<file path="config.mk">
export PLATFORM = sky130hd
export DESIGN_NAME = dreq_router
export DESIGN_NICKNAME = d
export VERILOG_FILES = /design/src/rtl/dreq_pkg.sv /design/src/rtl/dreq_cfg_regs.sv /design/src/rtl/dreq_chan_slot.sv /design/src/rtl/dreq_arb.sv /design/src/rtl/dreq_router.sv
export SDC_FILE = /design/constraint.sdc
export NUM_CORES = 1
export LEC_CHECK = 0
export BUFFER_PORTS_ARGS = -buffer_cell sky130_fd_sc_hd__buf_2
export CAP_MARGIN = 20
export CORE_MARGIN = 2
export CORE_UTILIZATION = 40
export CTS_CLUSTER_SIZE = 8
export DETAILED_ROUTE_END_ITERATION = 7
export PLACE_DENSITY_LB_ADDON = 0.25
export SLEW_MARGIN = 20
export SYNTH_ARGS = -nofsm -noshare
export SYNTH_HDL_FRONTEND = slang
export SYNTH_SLANG_ARGS = --single-unit
</file>
<file path="constraint.sdc">
create_clock -name clk -period 4.26 [get_ports clk]
set_input_delay 0.213 -clock clk [delete_from_list [all_inputs] [get_ports clk]]
set_output_delay 0.213 -clock clk [all_outputs]
set_load 0.02 [all_outputs]
</file>
<file path="src/rtl/dreq_pkg.sv">
package dreq_pkg;
  localparam int MAXW = 32;
  typedef logic [MAXW-1:0] vec_t;

  // isolate the lowest set bit of a vector
  function automatic vec_t lowest_set(input vec_t v);
    return v & (~v + vec_t'(1));
  endfunction

  // one-hot image of a source index
  function automatic vec_t src_onehot(input logic [4:0] s);
    return vec_t'(1) << s;
  endfunction
endpackage

</file>
<file path="src/rtl/dreq_cfg_regs.sv">
module dreq_cfg_regs #(
  parameter int NSRC = 32,
  parameter int NCH = 8,
  parameter int DW = 32,
  parameter int SELW = 5,
  parameter int ADDRW = 4,
  parameter logic [31:0] DMA_CAP = 32'hFFFF_FFFF
) (
  input  logic                      clk,
  input  logic                      rst_n,
  input  logic                      we,
  input  logic [ADDRW-1:0]          addr,
  input  logic [DW-1:0]             wdata,
  output logic [NSRC-1:0]           steer_eff,
  output logic [NCH-1:0][SELW-1:0]  sel,
  output logic [NCH-1:0]            en
);
  logic [NSRC-1:0] steer_q;

  always_ff @(posedge clk) begin
    if (!rst_n) steer_q <= '0;
    else if (we && addr == '0) steer_q <= wdata[NSRC-1:0] & DMA_CAP[NSRC-1:0];
  end
  assign steer_eff = steer_q;

  for (genvar c = 0; c < NCH; c++) begin : g_ch
    logic [SELW-1:0] s_q;
    logic            e_q;
    always_ff @(posedge clk) begin
      if (!rst_n) begin
        s_q <= '0;
        e_q <= 1'b0;
      end else if (we && addr == ADDRW'(c + 1)) begin
        s_q <= wdata[SELW-1:0];
        e_q <= wdata[SELW];
      end
    end
    assign sel[c] = s_q;
    assign en[c]  = e_q;
  end
endmodule

</file>
<file path="src/rtl/dreq_chan_slot.sv">
module dreq_chan_slot #(
  parameter int NSRC = 32,
  parameter int SELW = 5
) (
  input  logic            clk,
  input  logic            rst_n,
  input  logic [NSRC-1:0] pool,
  input  logic [NSRC-1:0] stop_src,
  input  logic [SELW-1:0] sel,
  input  logic            en,
  input  logic            mask_clr,
  output logic            req,
  output logic            stop_hit,
  output logic            masked
);
  logic mask_q;

  assign stop_hit = en & stop_src[sel];
  assign req      = en & ~mask_q & pool[sel];
  assign masked   = mask_q;

  // a stop wins over a simultaneous clear
  always_ff @(posedge clk) begin
    if (!rst_n)        mask_q <= 1'b0;
    else if (stop_hit) mask_q <= 1'b1;
    else if (mask_clr) mask_q <= 1'b0;
  end
endmodule

</file>
<file path="src/rtl/dreq_arb.sv">
module dreq_arb
  import dreq_pkg::*;
#(
  parameter int NSRC = 32,
  parameter int NCH = 8,
  parameter int SELW = 5,
  parameter logic [31:0] NEED_CLR = 32'h0
) (
  input  logic                      clk,
  input  logic                      rst_n,
  input  logic [NCH-1:0]            req,
  input  logic [NCH-1:0]            stop_hit,
  input  logic [NCH-1:0]            xfer_done,
  input  logic [NCH-1:0][SELW-1:0]  sel,
  output logic [NCH-1:0]            grant,
  output logic [NCH-1:0]            ch_irq,
  output logic [NSRC-1:0]           src_clr,
  output logic [NCH-1:0]            done_evt
);
  logic [NCH-1:0]  grant_q, irq_q, pick;
  logic [NSRC-1:0] clr_q, clr_d;
  logic            abort;
  vec_t            pick_w, oh_all;

  assign pick_w   = lowest_set(vec_t'(req & ~stop_hit));
  assign pick     = pick_w[NCH-1:0];
  assign done_evt = grant_q & xfer_done & ~stop_hit;
  assign abort    = |(grant_q & stop_hit);

  always_comb begin
    oh_all = '0;
    for (int c = 0; c < NCH; c++)
      if (done_evt[c]) oh_all = oh_all | src_onehot(5'(sel[c]));
    clr_d = oh_all[NSRC-1:0] & NEED_CLR[NSRC-1:0];
  end

  always_ff @(posedge clk) begin
    if (!rst_n) begin
      grant_q <= '0;
      irq_q   <= '0;
      clr_q   <= '0;
    end else begin
      irq_q <= done_evt;
      clr_q <= clr_d;
      if (grant_q != '0) begin
        if ((done_evt != '0) || abort) grant_q <= '0;
      end else if (irq_q == '0) begin
        grant_q <= pick;
      end
    end
  end

  assign grant   = grant_q;
  assign ch_irq  = irq_q;
  assign src_clr = clr_q;
endmodule

</file>
<file path="src/rtl/dreq_router.sv">
module dreq_router
  import dreq_pkg::*;
#(
  parameter int NSRC = 32,
  parameter int NCH = 8,
  parameter int DW = 32,
  parameter logic [31:0] DMA_CAP = 32'hFFFF_FFFF,
  parameter logic [31:0] NEED_CLR = 32'h0000_0000,
  localparam int SELW = $clog2(NSRC),
  localparam int ADDRW = $clog2(NCH + 1)
) (
  input  logic              clk,
  input  logic              rst_n,
  input  logic [NSRC-1:0]   src_irq,
  output logic [NSRC-1:0]   cpu_irq,
  input  logic              cfg_we,
  input  logic [ADDRW-1:0]  cfg_addr,
  input  logic [DW-1:0]     cfg_wdata,
  input  logic [NSRC-1:0]   stop_src,
  input  logic [NCH-1:0]    mask_clr,
  input  logic [NCH-1:0]    xfer_done,
  output logic [NCH-1:0]    grant,
  output logic [NCH-1:0]    ch_irq,
  output logic [NSRC-1:0]   src_clr
);
  logic [NSRC-1:0]          steer_eff, pool;
  logic [NCH-1:0][SELW-1:0] sel;
  logic [NCH-1:0]           en, ch_req, stop_hit, mask, done_evt;

  dreq_cfg_regs #(
    .NSRC(NSRC), .NCH(NCH), .DW(DW), .SELW(SELW), .ADDRW(ADDRW), .DMA_CAP(DMA_CAP)
  ) u_cfg (
    .clk(clk), .rst_n(rst_n), .we(cfg_we), .addr(cfg_addr), .wdata(cfg_wdata),
    .steer_eff(steer_eff), .sel(sel), .en(en)
  );

  assign pool    = src_irq & steer_eff;
  assign cpu_irq = src_irq & ~steer_eff;

  for (genvar c = 0; c < NCH; c++) begin : g_slot
    dreq_chan_slot #(.NSRC(NSRC), .SELW(SELW)) u_slot (
      .clk(clk), .rst_n(rst_n), .pool(pool), .stop_src(stop_src),
      .sel(sel[c]), .en(en[c]), .mask_clr(mask_clr[c]),
      .req(ch_req[c]), .stop_hit(stop_hit[c]), .masked(mask[c])
    );
  end

  dreq_arb #(.NSRC(NSRC), .NCH(NCH), .SELW(SELW), .NEED_CLR(NEED_CLR)) u_arb (
    .clk(clk), .rst_n(rst_n), .req(ch_req), .stop_hit(stop_hit),
    .xfer_done(xfer_done), .sel(sel), .grant(grant), .ch_irq(ch_irq),
    .src_clr(src_clr), .done_evt(done_evt)
  );
endmodule

</file>
* Word-level counts from Yosys, hierarchy flattened
Cells that the tools add are included.
** Operators by class
- Multiplexer cells :: 51
- Add/subtract/negate cells :: 1
- Bitwise gates (word level) :: 43
- Magnitude comparators :: 8
- Eq/ne operators :: 9
- Reduce and logical (&&, ||, !) cells :: 25
** Operator list (number)
- $bmux W1 S5 :: 16
- $and A32 B32 Y32 :: 2
- $lt A5 B6 Y1 const B :: 8
- $and A8 B8 Y8 :: 5
- $mux W1 :: 32
- $not A32 Y32 :: 1
- $and A1 B1 Y1 :: 24
- $mux W8 :: 3
- $not A8 Y8 :: 3
- $reduce_bool A2 Y1 :: 9
- $eq A4 B3 Y1 const B :: 4
- $reduce_bool A8 Y1 :: 2
- $logic_and A1 B1 Y1 :: 9
- $add A8 B1 Y8 const B :: 1
- $eq A4 B2 Y1 const B :: 2
- $logic_not A8 Y1 :: 1
- $not A1 Y1 :: 8
- $reduce_or A8 Y1 :: 1
- $eq A4 B1 Y1 const B :: 1
- $eq A4 B4 Y1 const B :: 1
- $logic_not A4 Y1 :: 1
- $ne A2 B2 Y1 const B :: 1
- $reduce_and A2 Y1 :: 1
- $logic_or A1 B1 Y1 :: 1
** Word-level totals
- Input bits :: 119
- Output and inout bits :: 80
- Register bits after elaboration :: 104
- Word-level logic and storage cells :: 164

* Longest topological paths before layout
Gate-level depths: netlist of run 1.
- Depth after elaboration :: 10
- Mapped depth :: 10
- Depth with buffers taken out :: 8

* By module
From an unflattened synthesis of run 1, not the netlist that was laid out.
** Second synthesis, totals
- Cell total of the unflattened synthesis :: 902
- Area, all modules :: 9656.8 sq um
** By module, submodules not included
- dreq_chan_slot :: sequential area each 20.0 sq um, cells each 52, area each 640.6 sq um, times used 8
- dreq_cfg_regs :: sequential area each 1601.5 sq um, cells each 314, area each 3125.5 sq um, times used 1
- dreq_arb :: sequential area each 320.3 sq um, cells each 108, area each 1006.0 sq um, times used 1
- dreq_router :: sequential area each 0.0 sq um, cells each 64, area each 400.4 sq um, times used 1

* Worst setup path after synthesis of run 1
No wires, ideal clock.
- Path type :: reg2reg
- From :: reg u_cfg.g_ch[6].s_q[0]
- To :: reg u_arb.grant_q[7], in the netlist u_arb.grant[7]
- Library setup time :: 0.117 ns
- Required time :: 4.143 ns
- Path slack :: 1.173 ns
- Path buffers :: 2
- Data arrival time :: 2.970 ns
- Clock period less this slack :: 3.087 ns
- Stages on the path, launching flop included :: 9
- Cell sequence :: dfxtp_1 -> clkbuf_1 -> clkbuf_1 -> mux4_2 -> mux4_2 -> mux2_2 -> nor4b_1 -> nor3b_1 -> a32o_1
** Between the ends
- Longest elaborated chain between the ends :: 10
- Elaborated cells between the ends (all ways) :: 21
- Those cells by class :: add/sub (1); eq/ne (1); mux (6); bitwise (9); reduce/logical (4)
** RTL lines
- start: declaration :: line dreq_cfg_regs.sv:27 : logic [SELW-1:0] s_q;
- start signal: assignment :: line dreq_cfg_regs.sv:34 : s_q <= wdata[SELW-1:0];
- $bmux W1 S5 :: line dreq_chan_slot.sv:18 : assign stop_hit = en & stop_src[sel];
- $mux W1 (not written as such) :: line dreq_chan_slot.sv:18
- $and A1 B1 Y1 :: line dreq_chan_slot.sv:18
- $not A8 Y8 :: line dreq_arb.sv:25, dreq_arb.sv:27
- $and A8 B8 Y8 :: line dreq_arb.sv:25 : assign pick_w = lowest_set(vec_t'(req & ~stop_hit));
- $not A8 Y8 :: line dreq_pkg.sv:7 : return v & (~v + vec_t'(1));
- $add A8 B1 Y8 :: line dreq_pkg.sv:7
- $and A8 B8 Y8 :: line dreq_pkg.sv:7
- $mux W8 :: line dreq_arb.sv:47 : end else if (irq_q == '0) begin
- $mux W8 :: line dreq_arb.sv:45 : if (grant_q != '0) begin
- end signal: assignment :: line dreq_arb.sv:48 : grant_q <= pick;
- end: declaration :: line dreq_arb.sv:20 : logic [NCH-1:0] grant_q, irq_q, pick;
Parallel ways exist; a longest one is shown, timed or not. The select of a mux whose other input is x is not followed.
A chain may end at the register's enable or synchronous reset.

* Final worst setup path of run 1
- From :: reg u_cfg.g_ch[4].s_q[0]
- To :: reg u_arb.grant_q[2], in the netlist u_arb.grant[2]
** Between the ends
- Longest elaborated chain between the ends :: 9
- Elaborated cells between the ends (all ways) :: 11
- Those cells by class :: eq/ne (1); mux (2); bitwise (4); reduce/logical (4)
** RTL lines
- start: declaration :: line dreq_cfg_regs.sv:27
- start signal: assignment :: line dreq_cfg_regs.sv:34
- $bmux W1 S5 * :: line dreq_chan_slot.sv:18
- $mux W1 (not written as such) * :: line dreq_chan_slot.sv:18
- $and A1 B1 Y1 * :: line dreq_chan_slot.sv:18
- $not A8 Y8 :: line dreq_arb.sv:27 : assign done_evt = grant_q & xfer_done & ~stop_hit;
- $and A8 B8 Y8 :: line dreq_arb.sv:27
- $reduce_bool A8 Y1 :: line dreq_arb.sv:46 : if ((done_evt != '0) || abort) grant_q <= '0;
- $logic_or A1 B1 Y1 * :: line dreq_arb.sv:46
- $ne A2 B2 Y1 (no line) *
- $reduce_and A2 Y1 (no line) *
Every way passes the cells marked *; elsewhere a longest branch is shown, timed or not. The select of a mux whose other input is x is not followed.

==> results of run 1 <==
[per-layer routing]
layer	share of wire, %	track usage (%)	up-vias	wire [um]
met1	38	35.9	4126	12400
met4	4.5	11.3	4	1470
li1	-	-	3719	-
met5	0.22	2.90	-	72
met3	11	7.49	96	3710
met2	46	44.6	574	15400
[worst min path at each step]
stage,cells past startpoint,startpoint,end
2_1_floorplan,2,xfer_done[1],u_arb.ch_irq[1]
6_report,3,cfg_wdata[16],u_cfg.steer_eff[16]
3_3_place_gp,3,cfg_wdata[17],u_cfg.steer_eff[17]
3_5_place_dp,3,cfg_wdata[27],u_cfg.steer_eff[27]
5_1_grt,3,cfg_wdata[29],u_cfg.steer_eff[29]
4_1_cts,3,cfg_wdata[27],u_cfg.steer_eff[27]
[sequential cells by signal (all words and copies together) (netlist names)]
register	cells
u_cfg.g_ch.s_q	40
u_cfg.steer_eff	32
g_slot.u_slot.masked	8
u_arb.ch_irq	8
u_arb.grant	8
u_cfg.g_ch.e_q	8
[through the flow]
step / setup WS (ps) / instance area [um2] / utilization (%) / total power, mW / cells
after floorplan: 1170 / 9030 / - / 1.26 / 960
after global placement: 773 / 9800 / 44.9 / 1.40 / 1314
after detailed placement: 696 / 9800 / 44.9 / 1.40 / 1314
after CTS: 655 / 10100 / 46.3 / 2.28 / 1329
after global routing: 453 / 10100 / 46.3 / 2.35 / 1329
final: 659 / 10100 / 46.3 / 2.27 / 1329
[logic make-up after synthesis]
kind of cell	share of synthesized area, %
buffers and inverters	7.00
DFF	23.4
AOI/OAI and AO/OA	10.7
other	0.0421
and+or+nand+nor	20.3
muxes	38.7
[layout make-up]
cell class	instances	area (um2)	area share [%]
clock buffers	9	225	2.23
clock inverters	6	67.6	0.669
inverters	23	86.3	0.855
multi-input cells	725	6340	62.7
flip-flops and latches	104	2080	20.6
well taps	280	350	3.47
repair buffers	182	951	9.42
[cells in the final DEF, fill, tap and decap left out, types with 11 or more instances in the layout]
cell type	synthesis	routed
mux4_2	118	118
dfxtp_1	104	104
nor2_1	67	67
nand2b_1	11	11
inv_1	19	19
nand2_1	121	121
o2111ai_1	25	25
a21oi_1	51	51
nand3_1	43	43
conb_1	1	32
and2_1	10	11
o211ai_1	12	12
buf_4	32	16
mux2i_1	70	70
nor2b_1	40	40
buf_2	4	166
[power breakdown]
part / total [mW] / switching [mW] / internal [mW] / leakage [nW]
Sequential: 1.00 / 0.0235 / 0.981 / 0.839
Clock: 0.879 / 0.422 / 0.457 / 0.138
Combinational: 0.385 / 0.228 / 0.157 / 2.50
Total: 2.27 / 0.673 / 1.60 / 3.47
[critical path, stage by stage (launching register included)]
cell and delay (ps):
dfxtp_1 910, mux4_2 600, mux4_2 490, o221ai_1 370
nor2_1 80, a311o_1 360, nor4_4 460, mux2i_1 250
==> results.sh, run 1 <==
export IMPL_fin_hold_ws_ps=75.0
export IMPL_antenna_cells=0
export IMPL_synth_edf_count=0
export IMPL_netlist_area_um2=8920
export IMPL_fp_dieW_um=153
export IMPL_ys_warn_count=0
export IMPL_root_buffer="clkbuf_16"
export IMPL_cts_sinks=104
export IMPL_grt_antenna_before_repair=2
export IMPL_worst_pin_slew_ps=1010
export IMPL_grt_use_total_pct=28.0
export IMPL_clock_skew_ps=9.05
export IMPL_cap_violations=0
export IMPL_clock_latency_ps=370
export IMPL_hp_class="in -> reg"
export IMPL_path_clk_slew_ps=80
export IMPL_tns_ps=0
export IMPL_routed_wl_um=33100
export IMPL_drtIter0Drc=919
export IMPL_cts_buffer_depth=2
export IMPL_vias_per_cell=6.41
export IMPL_cts_tree="done"
export IMPL_ys_seq_elements=104
export IMPL_path_max_fanout=19
export IMPL_finalSetupViolCount=0
export IMPL_reg2reg_setup_slack_ps=660
export IMPL_grt_pass1_wl_um=50300
export IMPL_netlist_instances=929
export IMPL_start_kind="flip-flop"
export IMPL_synth_ff_type="dfxtp_1"
export IMPL_min_period_ps=3600
export IMPL_synth_most_common_cell="nand2_1"
export IMPL_dr_pass1_iters=5
export IMPL_grt_ovfl_total=0
export IMPL_synthArstFlopShare_pct=0
export IMPL_ys_types=58
export IMPL_cts_inserted_buffers=9
export IMPL_slew_viol_final=0
export IMPL_cts_htree_levels=3
export IMPL_yosysSeqAreaShare_pct=23.4
export IMPL_grt_max_degree=91
export IMPL_io_buffers=166
export IMPL_r2r_cells=7
export IMPL_nFillCells=2108
export IMPL_ir_drop_mv=0.163
export IMPL_ctsHoldBuffers=0
export IMPL_rsz0062_at_grt="no"
export IMPL_post_drt_wl_per_cell_um=24.9
export IMPL_gp_congestion=0.959
export IMPL_criticalPathCategory="reg -> reg"
export IMPL_vias=8519
export IMPL_die_h_um=153
export IMPL_dieArea_um2=23500
export IMPL_critPathArrivalTime_ps=3890
export IMPL_max_freq_ghz=0.278
export IMPL_yosys_top_cells_count="nand2_1, mux4_2, dfxtp_1"
export IMPL_post_route_drc_count=0
export IMPL_synth_avg_cell_area_um2=9.60
export IMPL_rr_endpoint="u_arb.grant[2]"
export IMPL_synth_largest_area_cell="mux4_2"
export IMPL_min_period_over_period_pct=84.5
export IMPL_power_density_nw_per_um2=225
export IMPL_fin_nets=1164
export IMPL_core_um2=21800
export IMPL_r2r_start="u_cfg.g_ch[4].s_q[0]"
export IMPL_hold_viol_final=0
export IMPL_ant_nets=0
export IMPL_first_global_vias=8171
export IMPL_required_ps=4550
export IMPL_endpoint_kind="flip-flop"
export IMPL_critPathCapture="u_arb.grant[2]"
export IMPL_areaGrowthSynthToFinish_pct=13.3
export IMPL_place_hpwl_um=24400
export IMPL_leakage_nw=3.47
export IMPL_status="complete, no violations"
export IMPL_drive_above_1_share_pct=31.4
export IMPL_crit_start="u_cfg.g_ch[4].s_q[0]"
export IMPL_initial_utilization_pct=40.9
export IMPL_rows=54
export IMPL_max_slew_margin_rel_pct=31.2
export IMPL_ys_top_cells_by_area="mux4_2, dfxtp_1, mux2i_1, nand2_1, a21oi_1"
export IMPL_cts_resized=0
export IMPL_ios=199
export IMPL_synth_top_area_share_pct=29.8
export IMPL_cts_setup_buffers=0
No activity file was read; power rests on OpenSTA's default activity.
==> run 2, diff against run 1 <==
==> constraint.sdc (replaced) <==
create_clock -name clk -period 3.64 [get_ports clk]
set_input_delay 0.182 -clock clk [delete_from_list [all_inputs] [get_ports clk]]
set_output_delay 0.182 -clock clk [all_outputs]
set_load 0.02 [all_outputs]
==> run 2 against run 1 <==
Compared with the run above:
- combinational power increased by 18%
- utilization increased by 0.58 points
- critical endpoint is now u_arb.grant[5]
- design area increased by 1.3%
- critical path depth increased by 2
- clock power increased by 25%
- wire length increased by 0.61%
==> results.sh, run 2 (synthesis results as in run 1) <==
export IMPL_cap_violations=0
export IMPL_clock_skew_ps=15.3
export IMPL_drive_above_1_share_pct=32.1
export IMPL_fp_dieW_um=153
export IMPL_vias=8611
export IMPL_cts_setup_buffers=0
export IMPL_rows=54
export IMPL_die_h_um=153
export IMPL_cts_resized=0
export IMPL_regMostFlops="u_cfg.g_ch.s_q"
export IMPL_criticalPathCategory="reg -> reg"
export IMPL_critPathArrivalTime_ps=3620
export IMPL_crit_path_max_incr_delay_ps=680
export IMPL_path_cells="mux4_2 -> mux2_2 -> nand3_1 -> o21ai_0 -> a2111oi_0 -> o211ai_1 -> nor4_4 -> buf_4 -> mux2i_1"
export IMPL_post_drt_wl_per_cell_um=24.8
export IMPL_cts_sinks=104
export IMPL_largest_reg_flops=40
export IMPL_hp_class="in -> reg"
export IMPL_routed_wl_um=33300
export IMPL_place_ws_ps=442
export IMPL_io_buffers=166
export IMPL_ios=199
export IMPL_max_slew_margin_rel_pct=47.1
export IMPL_status="complete, no violations"
export IMPL_dr_pass1_iters=5
export IMPL_layout_setup_ws_ps=325
export IMPL_ctsHoldBuffers=0
export IMPL_layout_commonest_cell="buf_2"
export IMPL_max_freq_ghz=0.302
export IMPL_hold_viol_final=0
export IMPL_antenna_cells=0
export IMPL_root_buffer="clkbuf_16"
export IMPL_ir_drop_mv=0.186
export IMPL_min_period_over_period_pct=91.1
export IMPL_leakage_nw=3.56
export IMPL_cts_tree="done"
export IMPL_grt_use_total_pct=27.8
export IMPL_grt_ovfl_total=0
export IMPL_power_density_nw_per_um2=267
export IMPL_place_hpwl_um=24700
export IMPL_grt_antenna_before_repair=1
export IMPL_initial_utilization_pct=40.9
export IMPL_critical_path_slowest_cell="dfxtp_1"
export IMPL_worst_pin_slew_ps=793
export IMPL_required_ps=3950
export IMPL_tns_ps=0
export IMPL_ant_nets=0
export IMPL_dpl_cell_area_um2=9890
export IMPL_gp_congestion=0.969
export IMPL_endpoint_kind="flip-flop"
export IMPL_cp_top_family="multiplexers"
export IMPL_layout_common_cells="buf_2, nand2_1, mux4_2, dfxtp_1, mux2i_1"
export IMPL_finalSetupViolCount=0
export IMPL_path_max_fanout=13
export IMPL_drtIter0Drc=975
export IMPL_min_period_ps=3320
export IMPL_areaGrowthSynthToFinish_pct=14.7
export IMPL_fin_nets=1177
export IMPL_slew_viol_final=0
export IMPL_start_kind="flip-flop"
export IMPL_placed_cells=1327
export IMPL_post_route_drc_count=0
export IMPL_final_area_um2=10200
export IMPL_path_clk_slew_ps=80
export IMPL_core_um2=21800
export IMPL_grt_pass1_wl_um=49800
export IMPL_cts_inserted_buffers=9
export IMPL_grt_max_degree=61
export IMPL_clock_latency_ps=370
export IMPL_first_global_vias=8114
export IMPL_fin_cells=1343
export IMPL_nFillCells=2143
export IMPL_cts_htree_levels=3
export IMPL_vias_per_cell=6.41
export IMPL_cts_buffer_depth=2
export IMPL_rsz0062_at_grt="no"
export IMPL_crit_buf_inv=1
export IMPL_dieArea_um2=23500
==> run 2: final timing paths <==
kind,cells past startpoint,endpoint,slack [ps],start
max,9,u_arb.grant[5],320,u_cfg.g_ch[3].s_q[2]
max reg2reg,9,u_arb.grant[5],320,u_cfg.g_ch[3].s_q[2]
min,3,u_cfg.steer_eff[23],50,cfg_wdata[23]
min reg2reg,2,u_cfg.steer_eff[16],470,u_cfg.steer_eff[16]
==> run 2: report_power, final <==
part           internal, mW  switching, mW  total, mW
Clock                 0.615          0.483       1.10
Sequential             1.15         0.0259       1.17
Combinational         0.186          0.270      0.456
Total                  1.95          0.779       2.73
==> run 2: tightest hold or removal path, stage by stage <==
cell	delay (ps)
buf_2	90
nand2_1	40
a21oi_1	50
==> run 2: layer usage <==
metal / part of all wire [%] / GRT usage, % / vias up / routed length, um
li1: - / - / 3740 / -
met1: 37 / 34.7 / 4101 / 12400
met2: 46 / 44.3 / 637 / 15300
met3: 12 / 7.91 / 133 / 3870
met4: 5.3 / 13.3 / 0 / 1750
met5: 0 / 0 / - / 0
==> run 2: through the flow <==
| step | util, % | hold WS [ps] | power (mW) |
|---|---|---|---|
| global route | 46.9 | 56.4 | 2.82 |
| CTS | 46.8 | 42.9 | 2.74 |
| detailed placement | 45.3 | 430 | 1.65 |
| global placement | 45.3 | 425 | 1.64 |
| finish | 46.9 | 49.0 | 2.73 |
| floorplan | - | 316 | 1.47 |
==> run 2: cell type report <==
cell class / instances / area, um2 / area share (%)
Sequential cell: 104 / 2080 / 20.4
Inverter: 23 / 86.3 / 0.844
Tap cell: 280 / 350 / 3.43
Clock inverter: 6 / 97.6 / 0.954
Multi-Input combinational cell: 725 / 6330 / 61.9
Timing Repair Buffer: 195 / 1050 / 10.3
Clock buffer: 10 / 229 / 2.24
==> run 3, diff against run 2 <==
==> constraint.sdc (replaced) <==
create_clock -name clk -period 3.64 [get_ports clk]
set_input_delay 0.728 -clock clk [delete_from_list [all_inputs] [get_ports clk]]
set_output_delay 0.728 -clock clk [all_outputs]
set_load 0.02 [all_outputs]
==> run 3 against run 2 <==
Compared with the run above:
- clock-buffer cell count shrank 1
- critical path type unchanged
- largest power group unchanged
- critical endpoint is now u_arb.grant[1]
- final cell count grew 1.6%
- sequential share of layout area shrank 0.26 points
==> results.sh, run 3 (synthesis results as in run 1) <==
export IMPL_leakage_nw=3.65
export IMPL_power_density_nw_per_um2=256
export IMPL_ant_nets=0
export IMPL_rsz0062_at_grt="no"
export IMPL_path_clk_slew_ps=90
export IMPL_grt_ovfl_total=0
export IMPL_gp_congestion=1.00
export IMPL_min_period_ps=3310
export IMPL_max_slew_margin_rel_pct=33.9
export IMPL_pwr_share_comb_pct=17.2
export IMPL_antenna_cells=0
export IMPL_vias=8572
export IMPL_largest_reg_flops=40
export IMPL_critical_path_slowest_cell="dfxtp_1"
export IMPL_areaGrowthSynthToFinish_pct=16.2
export IMPL_min_period_over_period_pct=90.9
export IMPL_layout_common_cells="buf_2, nand2_1, mux4_2, dfxtp_1, mux2i_1"
export IMPL_status="complete, no violations"
export IMPL_drive_above_1_share_pct=33.4
export IMPL_ios=199
export IMPL_p_total_mw=2.65
export IMPL_critPathCapture="u_arb.grant[1]"
export IMPL_root_buffer="clkbuf_16"
export IMPL_r2r_cells=9
export IMPL_fin_hold_ws_ps=473
export IMPL_hp_class="reg -> reg"
export IMPL_cts_resized=0
export IMPL_regMostFlops="u_cfg.g_ch.s_q"
export IMPL_criticalPathCategory="reg -> reg"
export IMPL_path_max_fanout=9
export IMPL_critPathArrivalTime_ps=3600
export IMPL_start_kind="flip-flop"
export IMPL_fin_cells=1364
export IMPL_switching_share_pct=30.8
export IMPL_worst_path_stages=9
export IMPL_cts_setup_buffers=0
export IMPL_rows=54
export IMPL_drtIter0Drc=999
export IMPL_dieArea_um2=23500
export IMPL_cts_buffer_depth=2
export IMPL_finalSetupViolCount=0
export IMPL_io_buffers=166
export IMPL_crit_path_max_incr_delay_ps=700
export IMPL_layout_commonest_cell="buf_2"
export IMPL_p_switching_mw=0.816
export IMPL_cts_tree="done"
export IMPL_cts_inserted_buffers=9
export IMPL_grt_pass1_wl_um=50200
export IMPL_grt_use_total_pct=27.9
export IMPL_placed_cells=1348
export IMPL_ctsHoldBuffers=0
export IMPL_dr_pass1_iters=5
export IMPL_path_cells="mux4_2 -> mux2_2 -> nand3_1 -> o21ai_0 -> a2111oi_0 -> o211ai_1 -> nor4_4 -> buf_4 -> mux2i_1"
export IMPL_vias_per_cell=6.28
export IMPL_clock_skew_ps=10.9
export IMPL_core_um2=21800
export IMPL_endpoint_kind="flip-flop"
export IMPL_hold_viol_final=0
export IMPL_first_global_vias=8035
export IMPL_cts_sinks=104
export IMPL_fp_dieW_um=153
export IMPL_place_hpwl_um=25600
export IMPL_pwr_share_seq_pct=44.3
export IMPL_rr_endpoint="u_arb.grant[1]"
export IMPL_crit_buf_inv=1
export IMPL_required_ps=3940
export IMPL_max_freq_ghz=0.302
export IMPL_power_frac_clock_pct=38.4
export IMPL_fin_nets=1198
export IMPL_intPower_mw=1.83
export IMPL_slew_viol_final=0
export IMPL_worst_pin_slew_ps=991
export IMPL_post_drt_wl_per_cell_um=24.2
export IMPL_grt_max_degree=91
export IMPL_r2r_start="u_cfg.g_ch[3].s_q[2]"
export IMPL_cp_top_family="multiplexers"
export IMPL_post_route_drc_count=0
export IMPL_tns_ps=0
export IMPL_cts_htree_levels=3
export IMPL_fin_util_pct=47.5
export IMPL_initial_utilization_pct=40.9
export IMPL_routed_wl_um=33000
export IMPL_ir_drop_mv=0.227
export IMPL_crit_start="u_cfg.g_ch[3].s_q[2]"
export IMPL_clock_latency_ps=370
export IMPL_grt_antenna_before_repair=0
export IMPL_cap_violations=0
export IMPL_die_h_um=153
export IMPL_reg2reg_setup_slack_ps=330
-- run 3: cell type report --
cell class	instances	area [um2]
fillers	2110	11500
clock buffers	9	225
inverters	23	86.3
multi-input cells	725	6330
repair buffers	216	1210
well taps	280	350
flip-flops and latches	104	2080
clock inverters	7	81.3
-- run 3: power by group through the flow --
stage	clock network, mW	registers (mW)	logic, mW
6_report	1.02	1.17	0.456
4_1_cts	1.04	1.17	0.449
3_5_place_dp	0	1.20	0.447
3_3_place_gp	0	1.20	0.445
5_1_grt	1.07	1.18	0.485
2_1_floorplan	0	1.18	0.291
-- run 3: worst reg2reg max path, delay by kind of cell, from the launching register on --
kind            cells  cell delay [ps]
compound gates      3              810
buf+inv             1              210
flops               1              700
mux                 3             1140
simple gates        2              390
-- run 3: per-stage QoR --
step,area [um2],setup WS [ps]
after global placement,10100,274
after global routing,10400,66.1
after floorplan,9030,553
final,10400,331
after CTS,10400,393
after detailed placement,10100,249
-- run 3: how the worst min path moves through the flow --
stage | endpoint | startpoint | slack (ps) | cells after the start
6_report | u_cfg.steer_eff[16] | u_cfg.steer_eff[16] | 470 | 2
5_1_grt | u_cfg.steer_eff[0] | u_cfg.steer_eff[0] | 500 | 2
4_1_cts | u_cfg.steer_eff[0] | u_cfg.steer_eff[0] | 470 | 2
3_5_place_dp | g_slot[7].u_slot.masked | g_slot[7].u_slot.masked | 460 | 2
3_3_place_gp | u_cfg.steer_eff[16] | u_cfg.steer_eff[16] | 460 | 2
2_1_floorplan | g_slot[5].u_slot.masked | g_slot[5].u_slot.masked | 440 | 2
-- run 3: metal layers --
layer / part of all wire [%] / global-route usage (%) / wire length [um] / vias up
li1: - / - / - / 3783
met1: 40 / 37.9 / 13100 / 4138
met3: 11 / 7.77 / 3760 / 78
met5: 0 / 0 / 0 / -
met4: 3.4 / 9.74 / 1120 / 0
met2: 46 / 43.0 / 15000 / 573
